==> src/rtl/pwr_seq_ctrl.sv <==
module pwr_seq_ctrl #(
  parameter int NSRC  = 6,
  parameter int CNT_W = 8
) (
  input  logic             clk,
  input  logic             rst_n,
  input  logic             init_done,
  input  logic             cfg_wr,
  input  logic [1:0]       cfg_next,
  input  logic             cfg_off,
  input  logic [1:0]       lp_sel,
  input  logic             pme_en,
  input  logic [NSRC-1:0]  wake_evt,
  input  logic [NSRC-1:0]  wake_msk,
  input  logic             tb_wake,
  input  logic             core_irq,
  input  logic             bus_act,
  input  logic             host_ps_wr,
  input  logic [1:0]       host_ps,
  input  logic             vdd_pg,
  input  logic [CNT_W-1:0] settle_dly,
  output logic [3:0]       state,
  output logic [1:0]       core_mode,
  output logic [1:0]       nxt_field,
  output logic             vdd_en,
  output logic             vddc_en,
  output logic             pme
);

  typedef enum logic [3:0] {
    S_UNINIT = 4'd0,
    S_ACT    = 4'd1,
    S_D1     = 4'd2,
    S_D2     = 4'd3,
    S_D3H    = 4'd4,
    S_WDN    = 4'd5,
    S_WARM   = 4'd6,
    S_WUP    = 4'd7,
    S_COLD   = 4'd8
  } st_t;

  st_t              st, st_n;
  logic [1:0]       nxt_q;
  logic             off_q;
  logic             pme_q;
  logic             clr_nxt;
  logic [CNT_W-1:0] cnt;

  wire wake_hit = |(wake_evt & wake_msk);
  wire cnt_done = (cnt == settle_dly);
  wire host_d0  = pme_en & host_ps_wr & (host_ps == 2'b00);
  wire warm_go  = core_irq | bus_act | (nxt_q == 2'b00) |
                  (~pme_en & wake_hit) | host_d0;
  wire lite_go  = tb_wake | core_irq | wake_hit;

  always_comb begin
    st_n    = st;
    clr_nxt = 1'b0;
    case (st)
      S_UNINIT: if (init_done) st_n = S_ACT;
      S_ACT: begin
        case (nxt_q)
          2'b01: st_n = S_COLD;
          2'b10: if (off_q) st_n = S_WDN;
          2'b11: begin
            case (lp_sel)
              2'b00:   st_n = S_D1;
              2'b01:   st_n = S_D2;
              default: st_n = S_D3H;
            endcase
          end
          default: ;
        endcase
      end
      S_D1, S_D2, S_D3H: if (lite_go) begin
        st_n    = S_ACT;
        clr_nxt = 1'b1;
      end
      S_WDN:  st_n = S_WARM;
      S_WARM: if (warm_go) begin
        st_n    = S_WUP;
        clr_nxt = 1'b1;
      end
      S_WUP:  if (cnt_done && vdd_pg) st_n = S_UNINIT;
      S_COLD: ;
      default: st_n = S_UNINIT;
    endcase
  end

  always_ff @(posedge clk or negedge rst_n) begin
    if (!rst_n) begin
      st    <= S_UNINIT;
      nxt_q <= 2'b00;
      off_q <= 1'b0;
      pme_q <= 1'b0;
      cnt   <= '0;
    end else begin
      st <= st_n;
      if (clr_nxt) nxt_q <= 2'b00;
      else if (cfg_wr) begin
        nxt_q <= cfg_next;
        off_q <= cfg_off;
      end
      pme_q <= (st == S_WARM) && (st_n == S_WARM) && (pme_q || (pme_en && wake_hit));
      if (st != S_WUP) cnt <= '0;
      else if (!cnt_done) cnt <= cnt + 1'b1;
    end
  end

  assign state     = st;
  assign nxt_field = nxt_q;
  assign pme       = pme_q;
  assign vdd_en    = !(st == S_WDN || st == S_WARM || st == S_COLD);
  assign vddc_en   = (st != S_COLD);
  assign core_mode = (st == S_D1)  ? 2'b01 :
                     (st == S_D2)  ? 2'b10 :
                     (st == S_D3H) ? 2'b11 : 2'b00;

  AST_INIT_GATE: assert property (@(posedge clk) disable iff (!rst_n)
    (state == 4'd0 && !init_done) |=> state == 4'd0);

  AST_WARM_RAIL: assert property (@(posedge clk) disable iff (!rst_n)
    (state == 4'd5 || state == 4'd6) |-> (!vdd_en && vddc_en));

  AST_COLD_STICKY: assert property (@(posedge clk) disable iff (!rst_n)
    state == 4'd8 |=> (state == 4'd8 && !vdd_en && !vddc_en));

  AST_PME_WARM_ONLY: assert property (@(posedge clk) disable iff (!rst_n)
    pme |-> state == 4'd6);

  AST_PME_HOST_QUIET: assert property (@(posedge clk) disable iff (!rst_n)
    !pme_en |=> !pme || $past(pme_en));

  AST_UP_NEEDS_PG: assert property (@(posedge clk) disable iff (!rst_n)
    (state == 4'd7 && !vdd_pg) |=> state == 4'd7);

  AST_WDN_TO_WARM: assert property (@(posedge clk) disable iff (!rst_n)
    state == 4'd5 |=> state == 4'd6);

  AST_LITE_EXIT_CLR: assert property (@(posedge clk) disable iff (!rst_n)
    ((state == 4'd2 || state == 4'd3 || state == 4'd4) && (tb_wake || core_irq)) |=>
    (state == 4'd1 && nxt_field == 2'b00));

endmodule

==> config.mk <==
export PLATFORM = sky130hd
export DESIGN_NAME = pwr_seq_ctrl
export DESIGN_NICKNAME = d
export VERILOG_FILES = /design/src/rtl/pwr_seq_ctrl.sv
export SDC_FILE = /design/constraint.sdc
export NUM_CORES = 1
export LEC_CHECK = 0
export ABC_AREA = 1
export CAP_MARGIN = 20
export CORE_ASPECT_RATIO = 1.5
export CORE_MARGIN = 3
export CORE_UTILIZATION = 54
export CTS_CLUSTER_SIZE = 40
export DETAILED_ROUTE_END_ITERATION = 10
export DONT_BUFFER_PORTS = 1
export PLACE_DENSITY = 0.72
export SYNTH_ARGS = -nofsm -noshare
export SYNTH_HDL_FRONTEND = slang
export SYNTH_SLANG_ARGS = --single-unit
==> constraint.sdc <==
create_clock -name clk -period 1.3 [get_ports clk]
set_input_delay 0.325 -clock clk [delete_from_list [all_inputs] [get_ports clk]]
set_output_delay 0.325 -clock clk [all_outputs]
set_load 0.005 [all_outputs]
# Word level (Yosys, flattened, before mapping)
# Index checks and enable logic that the tools add are counted.
[word_totals]
reg_bits = 16
input_bits = 37
[classes]
add_sub_neg = 1
n_eq_ne = 17
muxes = 18
bitwise = 12
reduce_logical = 16
[ops]
columns = ["operator", "count"]
rows = [
  ["4-bit one-hot mux with 7 select lines", 1],
  ["4-bit by 3-bit equality test with 1-bit output (second input constant)", 5],
  ["4-bit two-way mux", 5],
  ["8-bit two-way mux", 2],
  ["4-bit one-hot mux with 3 select lines", 1],
  ["2-bit two-way mux", 5],
  ["8-bit by 1-bit adder with 8-bit output (second input constant)", 1],
  ["4-bit by 2-bit equality test with 1-bit output (second input constant)", 2],
  ["8-bit equality test", 1],
  ["6-bit AND", 1],
  ["2-bit logical NOT", 3],
  ["1-bit OR", 6],
  ["3-bit one-hot mux with 2 select lines", 1],
  ["6-bit OR reduction", 1],
  ["2-bit by 1-bit equality test with 1-bit output (second input constant)", 2],
  ["2-bit equality test (second input constant)", 2],
  ["4-bit by 1-bit equality test with 1-bit output (second input constant)", 1],
  ["4-bit equality test (second input constant)", 1],
  ["1-bit logical AND", 4],
  ["4-bit logical NOT", 1],
  ["4-bit by 3-bit inequality test with 1-bit output (second input constant)", 1],
  ["4-bit inequality test (second input constant)", 1],
  ["1-bit AND", 3],
  ["1-bit logical OR", 3],
  ["other kinds (8)", 10],
]

# Longest topological paths before layout
[logic_depth]
word_depth = 10
ltp_mapped = 10

# Worst setup path before layout
# No wires, ideal clock.
[synth_path]
kind = "reg-to-reg"
from = "register cnt[5]"
to = "register cnt[3]"
setup_ns = 0.074
arrival_ns = 1.190
required_ns = 1.226
slack_ns = 0.037
path_stages_with_launch = 11
n_path_buf = 1
synth_period_minus_slack_ns = 1.263
path_cell_list = "dfrtp_1 > inv_1 > nand2_1 > nand2_1 > nand2_2 > nor2_4 > nand2_4 > nor2_4 > buf_6 > nand2_1 > o21ai_2"
[synth_via]
elab_chain_cells = 2
[synth_lines]
columns = ["item", "line", "rtl"]
rows = [
  ["from (decl)", "47", "logic [CNT_W-1:0] cnt;"],
  ["from (signal assigned)", "106", "else if (!cnt_done) cnt <= cnt + 1'b1;"],
  ["8-bit equality test", "50", "wire cnt_done = (cnt == settle_dly);"],
  ["2-bit by 1-bit inequality test with 1-bit output (no line)", "--", ""],
]
# Every way passes these cells.
# A chain may end at the register's enable or synchronous reset.

# Worst setup path after layout
[layout_path]
from = "register st[3], in the netlist state[3]"
to = "output port vdd_en"
[layout_via]
elab_chain_cells = 4
word_cells_on_any_way = 6
classes_between = "eq/ne (3); reduce/logical (3)"
[layout_lines]
columns = ["item", "line", "rtl"]
rows = [
  ["from (decl)", "42", "st_t st, st_n;"],
  ["from (signal assigned)", "98", "st <= st_n;"],
  ["4-bit by 3-bit equality test with 1-bit output", "113", "assign vdd_en = !(st == S_WDN || st == S_WARM || st == S_COLD);"],
  ["1-bit logical OR", "113", ""],
  ["1-bit logical OR *", "113", ""],
  ["1-bit logical NOT *", "113", ""],
  ["to (decl)", "25", "output logic vdd_en,"],
]
# Every way passes the cells marked *; elsewhere a longest branch is shown, timed or not.

==> out/qor.tcl <==
set qor(slowest_stage) {sky130_fd_sc_hd__dfrtp_2}
set qor(pin_count) 48
set qor(synthesis.instances) 187
set qor(first_global_vias) 1462
set qor(critical_path.n_buffers_inverters) 1
set qor(unrepaired_setup_endpoints_after_global_routing) {yes}
set qor(synth-edff-count) 0
set qor(critPathMaxStageDelay_ns) 0.46
set qor(largest_net_degree_at_the_start_of_global_routing) 17
set qor(largest_cells_by_area_after_synthesis) {sky130_fd_sc_hd__dfrtp_1 (33%), sky130_fd_sc_hd__nand2_1 (20%), sky130_fd_sc_hd__inv_1 (6.7%), sky130_fd_sc_hd__nand3_1 (5.7%), sky130_fd_sc_hd__nor2_1 (4.6%)}
set qor(drt_pass1_iterations) 4
set qor(number_of_routed_nets_with_antenna_violations) 0
set qor(core-area_sq_um) 2100
set qor(cp-end-kind) {output port}
set qor(finalSetupViolations) 20
set qor(cts_buffer_depth) 2
set qor(min_period_ns) 1.53
set qor(maxSlewViolCount) 0
set qor(fmax_ghz) 0.654
set qor(placementRows) 20
set qor(area_growth_syn_to_layout_pct) 35.1
set qor(hpwl_mm) 2.54
set qor(vias) 1377
set qor(run_status) {complete, but fails checks}
set qor(maxCapViolCount) 0
set qor(synth.cells.most_frequent) {sky130_fd_sc_hd__nand2_1 (66), sky130_fd_sc_hd__inv_1 (22), sky130_fd_sc_hd__dfrtp_1 (16), sky130_fd_sc_hd__nor2_1 (15), sky130_fd_sc_hd__nand3_1 (14)}
set qor(average_cell_area_after_synthesis_sq_um) 6.56
set qor(first_iter_violations) 38
set qor(wire_length_of_the_first_global_routing_pass_mm) 5.99
set qor(fin_nets) 260
set qor(power-per-cell-area_nw_per_um2) 1470
set qor(cts_tree) {built}
set qor(path_type_of_the_worst_min_delay_path) {in2reg}
set qor(detail_route.wl_per_cell_um) 14.8
set qor(yosys_most_used_dff) {sky130_fd_sc_hd__dfrtp_1}
set qor(power.ir.vdd_worst_mv) 1.10
set qor(worstPathCellList) {nor2_4 -> inv_2 -> nor2_2 -> nor2_2}
set qor(gr-total-overflow) 0
set qor(worstPathArrival_ns) 1.20
set qor(grt_usage) 0.281
set qor(cell_with_the_most_instances_after_synthesis) {sky130_fd_sc_hd__nand2_1}
set qor(worst_clock_skew_ns) 0.00505
set qor(syn_area_sq_um) 1230
set qor(final.setup.tns_ns) -1.88
set qor(cts_inserted_buffers) 3
set qor(die_area_sq_um) 2890
set qor(cellLeakagePower_nw) 0.799
set qor(synth_seq_area_share) 0.327
set qor(worst_setup_path_start_kind) {flip-flop}
set qor(mean_number_of_vias_per_cell) 5.67
set qor(critical-path-top-delay-family) {flip-flops}
set qor(clock_sinks) 16
set qor(crit_path_frequent_cell) {sky130_fd_sc_hd__nor2_2}
set qor(failed_checks) {negative setup slack}
set qor(synthDominantAreaCellType) {sky130_fd_sc_hd__dfrtp_1}
set qor(cp.required_ns) 0.98
set qor(clock_latency_ns) 0.31
set qor(drc) 0
set qor(synth_cell_types) 27
set qor(number_of_diodes_added_for_antenna_fixing) 0
set qor(timing.final.crit_share) 1.18
set qor(ys_ff_latch) 16
set qor(die-height_um) 64.4
set qor(synth-warning-count) 0
set qor(setup_ws_ns) -0.228
set qor(root_buffer) {sky130_fd_sc_hd__clkbuf_4}
set qor(clkTransAtPathRegs_ns) 0.11
set qor(max_slew_margin_vs_limit) 0.468
set qor(layout-drive-gt1-share) 0.362
set qor(slew_at_the_pin_with_the_worst_max_slew_slack_ns) 0.795
set qor(place.port_buffers) 0
set qor(die-width_um) 44.9
set qor(place.gp.congestion) 0.941
set qor(critical_path_peak_fanout) 3
set qor(post-synth-top-area-fraction) 0.327
set qor(register_area_sq_um) 403
set qor(multi_input_area_sq_um) 827
set qor(async_reset_ff_frac) 1.00
set qor(totalWireLength_mm) 3.60
set qor(criticalPathCategory) {reg2out}
set qor(start_util) 0.583
set qor(hold_violations) 0
set qor(synthesis.nets) 225
set qor(fill_cells) 139
set qor(cts_max_level) 1
set qor(minimum_setup_slack_after_placement_ns) -0.122
set qor(grt_antenna_before_repair) 0
[final timing paths]
path | from | to | slack (ns) | cells after the start
max | state[3] | vdd_en | -0.23 | 4
min | cfg_wr | nxt_field[1] | 0.15 | 2
max reg2reg | state[3] | state[2] | -0.12 | 7
min reg2reg | off_q | off_q | 0.54 | 2
max in group asynchronous | rst_n | nxt_field[1] | 0.22 | 1
min in group asynchronous | rst_n | cnt[5] | 0.53 | 1
[report_power, final]
group	switching, mW	internal [mW]
combinational	0.747	0.606
sequential	0.124	0.596
clock	0.194	0.171
total	1.06	1.37
[layout by cell type (no fill, tap or decap), types with 2 or more instances in the layout]
| cell | count |
|---|---|
| sky130_fd_sc_hd__nand3_2 | 3 |
| sky130_fd_sc_hd__nor2_2 | 5 |
| sky130_fd_sc_hd__nor2_1 | 10 |
| sky130_fd_sc_hd__inv_2 | 9 |
| sky130_fd_sc_hd__xnor2_1 | 5 |
| sky130_fd_sc_hd__buf_4 | 25 |
| sky130_fd_sc_hd__dfrtp_1 | 14 |
| sky130_fd_sc_hd__nand4_1 | 6 |
| sky130_fd_sc_hd__a21oi_2 | 2 |
| sky130_fd_sc_hd__nand3_1 | 10 |
| sky130_fd_sc_hd__o21ai_0 | 3 |
| sky130_fd_sc_hd__nand2_1 | 61 |
| sky130_fd_sc_hd__clkbuf_4 | 3 |
| sky130_fd_sc_hd__nand2_2 | 4 |
| sky130_fd_sc_hd__nor2_4 | 5 |
| sky130_fd_sc_hd__inv_1 | 17 |
| sky130_fd_sc_hd__o21ai_2 | 6 |
| sky130_fd_sc_hd__nor3_2 | 2 |
| sky130_fd_sc_hd__nand2_4 | 4 |
| sky130_fd_sc_hd__a21oi_1 | 3 |
| sky130_fd_sc_hd__dfrtp_2 | 2 |
| sky130_fd_sc_hd__nand3b_1 | 2 |
| sky130_fd_sc_hd__nor3_1 | 2 |
| sky130_fd_sc_hd__buf_6 | 6 |
[registers in the layout, summed over array words and instances, names as in the netlist]
name and cells:
cnt 8, nxt_field 2, off_q 1, pme 1, state 4
[area by class of cell]
cell class	count	area share
repair buffers	32	0.160
clock buffers	4	0.0219
well taps	22	0.0166
inverters	26	0.0589
multi-input cells	143	0.499
flip-flops and latches	16	0.243
[metal layers]
layer,part of all wire,global-route usage,vias to the layer above,wire [um]
met3,0.066,0.0592,15,237
li1,-,-,663,-
met2,0.57,0.534,59,2040
met5,0,0,-,0
met4,0.036,0.161,0,130
met1,0.33,0.250,640,1190
[kinds of logic (layout without fill, tap and decap cells)]
| kind of cell | Yosys count | in the layout | synth area share |
|---|---|---|---|
| compound gates | 19 | 19 | 0.0980 |
| xor+xnor | 6 | 6 | 0.0429 |
| fa+ha+maj | 1 | 1 | 0.0102 |
| buf+inv | 29 | 62 | 0.0969 |
| flops | 16 | 16 | 0.327 |
| simple gates | 116 | 117 | 0.426 |
[per-stage QoR]
step / hold WS, ns / instance area, sq um / std cells / power (mW) / utilization
after detailed placement: 0.0298 / 1380 / 226 / 1.54 / 0.658
after floorplan: 0.0294 / 1230 / 187 / 1.27 / -
after CTS: 0.169 / 1610 / 240 / 2.34 / 0.764
after global placement: 0.0299 / 1380 / 226 / 1.52 / 0.658
final: 0.153 / 1660 / 243 / 2.44 / 0.788
after global routing: 0.155 / 1660 / 243 / 2.61 / 0.788
[repair_timing]
| action | in CTS | in global routing |
|---|---|---|
| pin swaps | 13 | 8 |
| setup endpoints to repair | 20 | 22 |
| hold buffers | 1 | 0 |
| cloned | 1 | 0 |
| setup buffers | 8 | 4 |
| gates resized for setup | 34 | 9 |
| endpoints found under the hold margin | 16 | 0 |
(Power assumes the default switching activity.)
